$ cat config.mk
export PLATFORM = sky130hd
export DESIGN_NAME = dbg_ctlreg_read_seq
export DESIGN_NICKNAME = d
export VERILOG_FILES = /design/src/rtl/dbg_rcr_pkg.sv /design/src/rtl/dbg_rcr_decode.sv /design/src/rtl/dbg_rcr_operand.sv /design/src/rtl/dbg_rcr_result.sv /design/src/rtl/dbg_ctlreg_read_seq.sv
export SDC_FILE = /design/constraint.sdc
export NUM_CORES = 1
export LEC_CHECK = 0
export ABC_CLOCK_PERIOD_IN_PS = 2200
export CAP_MARGIN = 20
export CORE_MARGIN = 1.5
export CORE_UTILIZATION = 41
export DETAILED_ROUTE_END_ITERATION = 6
export PLACE_DENSITY = 0.79
export SYNTH_ARGS = -nofsm -noshare
export SYNTH_HDL_FRONTEND = slang
export SYNTH_SLANG_ARGS = --single-unit
$ cat constraint.sdc
create_clock -name clk -period 2.2 [get_ports clk]
set_clock_uncertainty 0.05 [all_clocks]
set_input_delay 0.22 -clock clk [delete_from_list [all_inputs] [get_ports clk]]
set_output_delay 0.22 -clock clk [all_outputs]
set_load 0.01 [all_outputs]
$ cat src/rtl/dbg_rcr_pkg.sv
package dbg_rcr_pkg;

    typedef enum logic [2:0] {
        ST_IDLE    = 3'd0,
        ST_SEL_HI  = 3'd1,
        ST_SEL_LO  = 3'd2,
        ST_WAIT    = 3'd3,
        ST_DATA_HI = 3'd4,
        ST_DATA_LO = 3'd5,
        ST_FAULT   = 3'd6
    } rcr_state_t;

    // Halves of a double-width quantity, in the order they cross the channel.
    localparam int NUM_HALVES = 2;

endpackage

$ cat src/rtl/dbg_rcr_decode.sv
module dbg_rcr_decode #(
    parameter int                 WORD_W   = 16,
    parameter logic [WORD_W-1:0]  CMD_CODE = 16'hC5A0
) (
    input  logic [WORD_W-1:0] word_in,
    output logic              is_cmd
);

    always_comb begin
        is_cmd = (word_in == CMD_CODE);
    end

endmodule

$ cat src/rtl/dbg_rcr_operand.sv
module dbg_rcr_operand
    import dbg_rcr_pkg::*;
#(
    parameter int WORD_W = 16,
    localparam int SEL_W = NUM_HALVES * WORD_W
) (
    input  logic              clk,
    input  logic              rst_n,
    input  logic              load_hi,
    input  logic              load_lo,
    input  logic [WORD_W-1:0] word_in,
    output logic [SEL_W-1:0]  sel_out
);

    logic [NUM_HALVES-1:0] load_vec;
    assign load_vec = {load_hi, load_lo};

    // Index 1 holds the upper half (arrives first), index 0 the lower half.
    for (genvar h = 0; h < NUM_HALVES; h++) begin : g_half
        logic [WORD_W-1:0] half_q;
        always_ff @(posedge clk) begin
            if (!rst_n) begin
                half_q <= '0;
            end else if (load_vec[h]) begin
                half_q <= word_in;
            end
        end
        assign sel_out[h*WORD_W +: WORD_W] = half_q;
    end

endmodule

$ cat src/rtl/dbg_rcr_result.sv
module dbg_rcr_result #(
    parameter int WORD_W = 16,
    localparam int SEL_W = 2 * WORD_W
) (
    input  logic              clk,
    input  logic              rst_n,
    input  logic              capture,
    input  logic [SEL_W-1:0]  rdata,
    input  logic [SEL_W-1:0]  mask,
    output logic [WORD_W-1:0] hi_word,
    output logic [WORD_W-1:0] lo_word
);

    logic [SEL_W-1:0]  clean;
    logic [WORD_W-1:0] lo_q;

    always_comb begin
        clean = rdata & mask;
    end

    // The upper half goes straight into the response register; only the
    // lower half needs keeping until the following transfer.
    always_ff @(posedge clk) begin
        if (!rst_n) begin
            lo_q <= '0;
        end else if (capture) begin
            lo_q <= clean[WORD_W-1:0];
        end
    end

    assign hi_word = clean[SEL_W-1:WORD_W];
    assign lo_word = lo_q;

endmodule

$ cat src/rtl/dbg_ctlreg_read_seq.sv
module dbg_ctlreg_read_seq
    import dbg_rcr_pkg::*;
#(
    parameter int                WORD_W   = 16,
    parameter logic [WORD_W-1:0] CMD_CODE = 16'hC5A0,
    localparam int SEL_W = 2 * WORD_W,
    localparam int RSP_W = WORD_W + 1
) (
    input  logic              clk,
    input  logic              rst_n,
    input  logic              xfer_valid,
    input  logic [WORD_W-1:0] rx_word,
    output logic [RSP_W-1:0]  tx_word,
    output logic              rf_req,
    output logic [SEL_W-1:0]  rf_sel,
    input  logic              rf_ack,
    input  logic              rf_err,
    input  logic [SEL_W-1:0]  rf_rdata,
    input  logic [SEL_W-1:0]  rf_mask
);

    localparam logic [RSP_W-1:0] RSP_NOT_READY = {1'b1, {WORD_W{1'b0}}};
    localparam logic [RSP_W-1:0] RSP_BUS_ERR   = {1'b1, {(WORD_W-1){1'b0}}, 1'b1};
    localparam logic [RSP_W-1:0] RSP_ILLEGAL   = {1'b1, {WORD_W{1'b1}}};

    rcr_state_t        state_q, state_d;
    logic [RSP_W-1:0]  tx_q;
    logic              is_cmd;
    logic              done_ok, done_err;
    logic [WORD_W-1:0] res_hi, res_lo;

    dbg_rcr_decode #(.WORD_W(WORD_W), .CMD_CODE(CMD_CODE)) u_decode (
        .word_in (rx_word),
        .is_cmd  (is_cmd)
    );

    dbg_rcr_operand #(.WORD_W(WORD_W)) u_operand (
        .clk     (clk),
        .rst_n   (rst_n),
        .load_hi (xfer_valid && (state_q == ST_SEL_HI)),
        .load_lo (xfer_valid && (state_q == ST_SEL_LO)),
        .word_in (rx_word),
        .sel_out (rf_sel)
    );

    assign done_err = (state_q == ST_WAIT) && rf_err;
    assign done_ok  = (state_q == ST_WAIT) && rf_ack && !rf_err;

    dbg_rcr_result #(.WORD_W(WORD_W)) u_result (
        .clk     (clk),
        .rst_n   (rst_n),
        .capture (done_ok),
        .rdata   (rf_rdata),
        .mask    (rf_mask),
        .hi_word (res_hi),
        .lo_word (res_lo)
    );

    // Next-state logic
    always_comb begin
        state_d = state_q;
        unique case (state_q)
            ST_IDLE, ST_DATA_LO, ST_FAULT: begin
                if (xfer_valid) state_d = is_cmd ? ST_SEL_HI : ST_IDLE;
            end
            ST_SEL_HI: begin
                if (xfer_valid) state_d = ST_SEL_LO;
            end
            ST_SEL_LO: begin
                if (xfer_valid) state_d = ST_WAIT;
            end
            ST_WAIT: begin
                if (rf_err)      state_d = ST_FAULT;
                else if (rf_ack) state_d = ST_DATA_HI;
            end
            ST_DATA_HI: begin
                if (xfer_valid) state_d = ST_DATA_LO;
            end
            default: state_d = ST_IDLE;
        endcase
    end

    // State register
    always_ff @(posedge clk) begin
        if (!rst_n) state_q <= ST_IDLE;
        else        state_q <= state_d;
    end

    // Output process: the response word prepared for the next transfer
    always_ff @(posedge clk) begin
        if (!rst_n) begin
            tx_q <= RSP_NOT_READY;
        end else begin
            unique case (state_q)
                ST_IDLE, ST_DATA_LO, ST_FAULT: begin
                    if (xfer_valid) tx_q <= is_cmd ? RSP_NOT_READY : RSP_ILLEGAL;
                end
                ST_SEL_HI, ST_SEL_LO: begin
                    if (xfer_valid) tx_q <= RSP_NOT_READY;
                end
                ST_WAIT: begin
                    if (done_err)     tx_q <= RSP_BUS_ERR;
                    else if (done_ok) tx_q <= {1'b0, res_hi};
                end
                ST_DATA_HI: begin
                    if (xfer_valid) tx_q <= {1'b0, res_lo};
                end
                default: tx_q <= RSP_NOT_READY;
            endcase
        end
    end

    assign tx_word = tx_q;
    assign rf_req  = (state_q == ST_WAIT);

endmodule

; After elaboration in Yosys (flattened, before gate mapping)
; Index checks and enable logic that the tools add are counted.
[totals]
reg_bits = 68
input_bits = 85
output_inout_bits = 50
word_cells = 46
[classes]
eq_ne = 14
muxes = 15
bitwise = 1
reduce_logical = 11
[op_table]
columns = operator, count
row1 = 17-bit 2-to-1 mux, 5
row2 = 17-bit one-hot mux with 4 select lines, 1
row3 = 32-bit bitwise AND, 1
row4 = 3-bit 2-to-1 mux, 6
row5 = "16-bit equality test, second input constant", 1
row6 = 16-bit 2-to-1 mux, 1
row7 = 3-bit one-hot mux with 5 select lines, 1
row8 = "2-bit inequality test, second input constant", 5
row9 = "3-bit equality test, second input constant", 3
row10 = "3-bit by 2-bit equality test with 1-bit output, second input constant", 2
row11 = "3-bit by 1-bit inequality test with 1-bit output, second input constant", 2
row12 = 1-bit logical AND, 5
row13 = 5-bit AND reduction, 1
row14 = 4-bit AND reduction, 1
row15 = "3-bit by 1-bit equality test with 1-bit output, second input constant", 1
row16 = 3-bit zero test, 1
row17 = 3-bit OR reduction, 1
row18 = 2-bit OR reduction, 1
row19 = 1-bit zero test, 1
row20 = 1-bit 2-to-1 mux, 1

; Logic depth before layout (Yosys ltp)
; Gate-level depths: netlist of the first run.
[depth]
word_depth = 6
ltp_mapped = 7
depth_no_buf = 4

; Modules after synthesis
; From an unflattened synthesis of the first run, not the netlist that was laid out.
[hier_totals]
cells_unflattened = 313
area_unflattened_um2 = 3274.4
[by_module_without_submodules]
columns = mod, instances, cells_each, area_each_um2, seq_area_each_um2
row1 = dbg_rcr_operand, 1, 103, 1234.9, 640.6
row2 = dbg_ctlreg_read_seq, 1, 103, 1096.1, 400.4
row3 = dbg_rcr_result, 1, 102, 884.6, 320.3
row4 = dbg_rcr_decode, 1, 5, 58.8, 0.0

; Least setup slack after synthesis of the first run
; OpenSTA, ideal clock, no wires.
[synth_timing]
path_type = register to register
from = register state_q[2]
to = register tx_q[0], in the netlist tx_word[0]
setup_time_ns = 0.121
t_arrival_ns = 1.389
t_required_ns = 2.029
path_slack_ns = 0.640
stages_incl_launch_ff = 6
path_buffers = 1
synth_period_minus_slack_ns = 1.560
cell_sequence = dfxtp_1 or3_4 mux2_4 o211ai_4 buf_8 o2bb2ai_2
[synth_between]
elab_chain_cells = 5
word_cells_on_any_way = 19
cone_classes = eq/ne: 10 / mux: 2 / reduce/logical: 7
[synth_rtl]
columns = element, line
row1 = "start, declared", dbg_ctlreg_read_seq.sv:26  ; rcr_state_t state_q, state_d;
row2 = "start signal, assigned", dbg_ctlreg_read_seq.sv:86  ; else state_q <= state_d;
row3 = 3-bit by 2-bit equality test with 1-bit output, "dbg_ctlreg_read_seq.sv:46, dbg_ctlreg_read_seq.sv:47, dbg_ctlreg_read_seq.sv:94"
row4 = 1-bit logical AND (2 in series), dbg_ctlreg_read_seq.sv:47  ; assign done_ok = (state_q == ST_WAIT) && rf_ack && !rf_err;
row5 = 3-bit by 1-bit inequality test with 1-bit output (no source line), n/a
row6 = 4-bit AND reduction (no source line), n/a
row7 = "end signal, assigned", dbg_ctlreg_read_seq.sv:96  ; if (xfer_valid) tx_q <= is_cmd ? RSP_NOT_READY : RSP_ILLEGAL;
row8 = "end signal, assigned", dbg_ctlreg_read_seq.sv:103  ; else if (done_ok) tx_q <= {1'b0, res_hi};
row9 = "end signal, assigned", dbg_ctlreg_read_seq.sv:106  ; if (xfer_valid) tx_q <= {1'b0, res_lo};
row10 = "end, declared", dbg_ctlreg_read_seq.sv:27  ; logic [RSP_W-1:0] tx_q;
; Parallel ways exist; a longest one is shown, timed or not.
; A chain may end at the register's enable or synchronous reset.

; Worst setup path after layout of the first run
[layout_timing]
from = register state_q[1]
to = output port rf_req
[layout_between]
elab_chain_cells = 1
[layout_rtl]
columns = element, line
row1 = 3-bit by 2-bit equality test with 1-bit output, dbg_ctlreg_read_seq.sv:114  ; assign rf_req = (state_q == ST_WAIT);
row2 = "end, declared", dbg_ctlreg_read_seq.sv:14  ; output logic rf_req,
; Every way passes these cells.

==> results of run 1 <==
-- synth_stat cells, drive strengths merged --
cell type / count / area [um^2]
inv: 2 / 7.510
clkbuf: 9 / 33.78
nor4b: 2 / 17.52
nor3: 3 / 20.02
o2bb2ai: 16 / 202.7
a211oi: 1 / 7.510
a221oi: 1 / 8.760
nor3b: 2 / 25.02
dfxtp: 68 / 1361
nand3b: 2 / 15.01
and2: 3 / 18.77
a21oi: 67 / 335.3
nand3: 16 / 80.08
o211ai: 1 / 21.27
and4bb: 1 / 12.51
nand2b: 2 / 12.51
a21o: 1 / 7.510
o21bai: 1 / 7.510
buf: 16 / 115.1
o311ai: 1 / 8.760
a32o: 15 / 150.1
or3: 2 / 17.52
or3b: 1 / 8.760
nand2: 85 / 319.1
xor2: 1 / 8.760
mux2i: 2 / 20.02
a31o: 1 / 8.760
nor4bb: 2 / 20.02
mux2: 1 / 15.01
o22ai: 1 / 6.260
nor2: 4 / 31.28
o21ai: 2 / 10.01
nand4: 1 / 6.260
o2111ai: 1 / 8.760
-- area by class of cell --
type | count | area share
multi-input cells | 239 | 0.3145
inverters | 2 | 0.001650
repair buffers | 147 | 0.3162
well taps | 96 | 0.02640
clock buffers | 9 | 0.02722
clock inverters | 7 | 0.01485
flip-flops and latches | 68 | 0.2991
-- cell usage in the layout, fill, tap and decap left out, drive strengths merged --
cell	count
clkdlybuf4s50	134
nand2	85
dfxtp	68
a21oi	67
nand3	16
o2bb2ai	16
a32o	15
buf	13
clkbuf	9
nor2	4
clkinv	4
and2	3
clkinvlp	3
nor3	3
nand3b	2
nand2b	2
nor3b	2
nor4b	2
nor4bb	2
mux2i	2
o21ai	2
or3	2
inv	1
and4bb	1
or3b	1
mux2	1
xor2	1
o211ai	1
a21o	1
nand4	1
a221oi	1
o2111ai	1
o22ai	1
a31o	1
o21bai	1
a211oi	1
o311ai	1
bufinv	1
-- worst max-delay path: cells and delay by family (launching register included) --
kind                   cells  cell delay [ps]
flip-flops                 1              490
buffers and inverters      3              800
AND/OR/NAND/NOR            1              110
-- routing by layer --
metal | share of wire | track usage
met4 | 0.023 | 0.1111
met3 | 0.076 | 0.05749
met5 | 0 | 0
met2 | 0.49 | 0.3907
met1 | 0.41 | 0.2642
-- sequential cells by signal, indices dropped and copies added (netlist names) --
| name | cells |
|---|---|
| u_operand.g_half.half_q | 32 |
| u_result.lo_word | 16 |
| tx_word | 17 |
| state_q | 3 |
-- where the power goes --
| part | total [mW] | switching (mW) | internal (mW) |
|---|---|---|---|
| Clock | 1.00 | 0.484 | 0.516 |
| Combinational | 0.305 | 0.103 | 0.202 |
| Sequential | 1.27 | 0.0190 | 1.26 |
| Total | 2.58 | 0.606 | 1.97 |
-- per-stage QoR --
step / total power, mW / utilization / instance area, um^2
2_1_floorplan: 1.380 / - / 2949
3_3_place_gp: 1.601 / 0.6346 / 4359
3_5_place_dp: 1.605 / 0.6346 / 4359
4_1_cts: 2.589 / 0.6625 / 4551
5_1_grt: 2.665 / 0.6625 / 4551
6_report: 2.580 / 0.6625 / 4551
-- cell families after synthesis --
kind of cell	after synthesis	synth area share
compound gates	109	0.2656
mux	3	0.01188
simple gates	126	0.2049
flops	68	0.4616
buf+inv	27	0.05303
xor+xnor	1	0.002970
-- how the worst min path moves through the flow --
| stage | cells after the start | slack [ps] | endpoint |
|---|---|---|---|
| 2_1_floorplan | 1 | 250 | tx_word[16] |
| 3_3_place_gp | 2 | 390 | u_result.lo_word[11] |
| 3_5_place_dp | 2 | 400 | u_result.lo_word[10] |
| 5_1_grt | 3 | 400 | u_result.lo_word[11] |
| 4_1_cts | 3 | 380 | u_result.lo_word[11] |
| 6_report | 3 | 380 | u_result.lo_word[11] |
==> results.md, run 1 <==
* Tcrit/Tclk final at 0.9166
* Largest net degree at the start of global routing at 31
* Nets at 552
* Number of warning messages in the yosys log at 0
* VDD IR-drop max at 0.3147 mV
* Crit path max fanout at 8
* Syn-to-layout area delta at 54.31%
* CP endpoint: rf_req
* FF+latch count, synth at ~70
* Arr. time, crit path at 1750 ps
* # Post-CTS Setup Buffers at 0
* # setup viols final at 0
* RSZ-0062 raised after global routing: no
* CTS Hold Bufs at 0
* DR WL/cell at about 15 um
* Syn Nets at around 420
* Crit path kind: register to primary output
* Worst-margin pin slew at 619.0 ps
* Via density at 5.271
* Critical Path Sink Type: primary output
* Initial Utilization at 0.4293
* Antenna diodes at 0
* RR Startpoint: state_q[2]
* Worst path slowest cell: clkdlybuf4s50_1
* Mean Syn Cell Area at between 8 and 9 um^2
* Core ar. at 6869 um^2
* Clk Tree Root Cell: clkbuf_8
* Run status: finished, final reports clean
* Max-Cap Viols at 0
* Worst r2r path cells at 4
* Post-cts resize count at 0
* Vias in the first global route at 2901
* Slowest cell delay on critical path at 530 ps
* Final GP Congestion at 0.8545
* First-pass DRT Iterations at 4
* Finished Layout Cells at 568
* CTS tree: yes
* DRT antenna net count at 0
* Layout cells sized above 1 at 0.09958
* Power Density at 566.9 nW/um^2
* Startpoint types: register
* Worst hold margin at 378.7 ps
* DR vias at 2994
* First-pass GRT wire length at roughly 14000 um
* Die footprint at 7711 um^2
* FF+latch area at 1361 um^2
* Clock latency on the worst-skew pair at 340 ps
* Slew margin rel. at 0.5853
* Final WS setup at ~180 ps
* Final min period at 2017 ps
* Fmax at 495.9 MHz
* Leakage at 1.574 nW
* Final setup TNS at 0 ps
* GRT Total Usage at 0.2280
* Bufs on Longest Clock Path at 2
* Hold Startpoint: rf_mask[11]
* Htree depth at 3
* Floorplan row count at 30
* Clk sinks at a little under 70
* Grt total ovfl at 0
* CP Launch Point: state_q[1]
* Cell count after synthesis at 334
* Min-Delay Path Class: input pin to register
* DP HPWL at 6250 um
* Final Hold Fails at 0
* Multi-input logic area at 1431 um^2
* Fillcell total at 597
* Port Buffers at 134
* Post-Syn Area at 2949 um^2
* DIE HEIGHT at 87.81 um
* Initial antenna violation count at 0
* # IOs at about 140
* CP Cell Sequence: buf_4, nand3b_1, inv_1, clkdlybuf4s50_1
* Worst reg2reg endpoint: tx_word[13]
* TritonCTS Buffers at 9
* Placed Cells at 552
* Worst reg-to-reg setup slack at 350 ps
* Yosys cell types at 41
* Worst-path clk slew at ~80 ps
* DRC at 0
* CP required at approximately 1900 ps
* Die width at about 90 um
* DP Worst Slack at between 70 and 80 ps
* Drt total wl at ~8700 um
* Max-slew violations at 0
* Post-synthesis sequential area ratio at 0.4616
* DRT iter0 DRCs at 117
(Power assumes the default switching activity.)
==> run 2, diff against run 1 <==
SETUP_SLACK_MARGIN = 0.05   (was default)
==> run 2 against run 1 <==
Power about the same. Wire length unchanged. Sequential share of layout area hardly changed. Largest cell class unchanged. Via count unchanged. Sequential power hardly changed. Critical path depth did not move. Largest power group unchanged. Worst setup slack improved by 56 ps.
==> results.md, run 2 (synthesis results as in run 1) <==
* Leakage at 1.574 nW
* Clock latency on the worst-skew pair at 340 ps
* Final setup TNS at 0 ps
* RR Startpoint: state_q[2]
* Syn-to-layout area delta at 54.35%
* Max reg flops at 32
* Max-slew violations at 0
* CTS tree: yes
* Min-Delay Path Class: input pin to register
* Layout cells sized above 1 at 0.1017
* Clk pwr share at 0.388
* Most frequent cells in the layout: 134 x clkdlybuf4s50_1, 85 x nand2_1, 67 x a21oi_1, 67 x dfxtp_1, 16 x nand3_1
* Worst reg2reg endpoint: tx_word[13]
* Htree depth at 3
* Drt total wl at 8680 um
* Psw at 0.6060 mW
* Die footprint at between 7000 and 8000 um^2
* Largest net degree at the start of global routing at 31
* Clk sinks at 68
* VDD IR-drop max at 0.3147 mV
* Tcrit/Tclk final at 0.8912
* Final GP Congestion at 0.8545
* DR vias at 2994
* Nets at ~550
* Worst-path clk slew at about 80 ps
* Via density at roughly 5.3
* CP endpoint: rf_req
* DRC at 0
* CTS Hold Bufs at 0
* GRT Total Usage at 0.2280
* Largest Register: u_operand.g_half.half_q
* Initial Utilization at 0.4293
* Max-Cap Viols at 0
* Grt total ovfl at 0
* Run status: finished, final reports clean
* DIE HEIGHT at 87.81 um
* Worst-margin pin slew at 619.0 ps
* First-pass DRT Iterations at 4
* Vias in the first global route at around 2900
* # Post-CTS Setup Buffers at 0
* Net Sw Frac at 0.2349
* Worst r2r path cells at 4
* Final min period at 1961 ps
* Critical Path Sink Type: primary output
* Final WS setup at ~240 ps
* Crit path max fanout at 11
* Final Hold Fails at 0
* # IOs at 135
* Gate power share at 0.118
* Post-cts resize count at 0
* Sequential fraction of design power at 0.494
* Power Density at ~570 nW/um^2
* Most common cell after layout, fill and taps aside: clkdlybuf4s50_1
* Pint at just under 2 mW
* Startpoint types: register
* First-pass GRT wire length at 13590 um
* RSZ-0062 raised after global routing: no
* Slew margin rel. at 0.5853
* DRT antenna net count at 0
* DP Worst Slack at 70.37 ps
* # setup viols final at 0
* Bufs on Longest Clock Path at 2
* Fmax at 510.1 MHz
* Arr. time, crit path at 1690 ps
* Die width at 87.81 um
* Clk Tree Root Cell: clkbuf_8
* Floorplan row count at 30
* Crit path kind: register to primary output
* Total power at 2.580 mW
* CP Launch Point: state_q[0]
* CP required at 1930 ps
* DR WL/cell at roughly 15 um
* Initial antenna violation count at 0
* DP HPWL at 6250 um
* Core ar. at approximately 6900 um^2
* Port Buffers at 134
* Worst reg-to-reg setup slack at 350 ps
* Antenna diodes at 0
* TritonCTS Buffers at 9
* DRT iter0 DRCs at 117
-- run 2: layer usage --
metal / global-route usage / vias up / wire, um
li1: - / 1465 / -
met1: 0.2642 / 1392 / 3567
met2: 0.3907 / 119 / 4250
met3: 0.05749 / 18 / 660
met4: 0.1111 / 0 / 201
met5: 0 / - / 0
-- run 2: worst min path at each step --
stage	cells after the start	start	end
after detailed placement	2	u_result.lo_word[10]	u_result.lo_word[10]
after CTS	3	rf_mask[11]	u_result.lo_word[11]
after floorplan	1	rst_n	tx_word[16]
after global routing	3	rf_mask[11]	u_result.lo_word[11]
final	3	rf_mask[11]	u_result.lo_word[11]
after global placement	2	u_result.lo_word[11]	u_result.lo_word[11]
-- run 2: worst max-delay path, cell delays in order, from the launching register on --
cell and delay (ps):
dfxtp_1 420, buf_4 200, nand3b_1 120, inv_1 70, clkdlybuf4s50_1 530
-- run 2: per-stage QoR --
stage	instance area, um^2	utilization	hold slack [ps]	instances
2_1_floorplan	2949	-	248.4	334
3_3_place_gp	4359	0.6346	387.6	552
3_5_place_dp	4359	0.6346	395.8	552
4_1_cts	4551	0.6625	377.8	568
5_1_grt	4552	0.6627	404.0	568
6_report	4552	0.6627	378.7	568
-- run 2: power groups by stage --
stage | logic [mW] | clock network, mW | registers, mW
after detailed placement | 0.305 | 0 | 1.30
final | 0.305 | 1.00 | 1.27
after global placement | 0.300 | 0 | 1.30
after global routing | 0.324 | 1.06 | 1.28
after CTS | 0.306 | 1.01 | 1.27
after floorplan | 0.0696 | 0 | 1.31
-- run 2: cell type report --
class                   instances  area (um^2)
clock inverters                 7        67.56
inverters                       2        7.507
repair buffers                147         1439
well taps                      96        120.1
multi-input cells             239         1431
clock buffers                   9        123.9
fillers                       596         2317
flip-flops and latches         68         1363
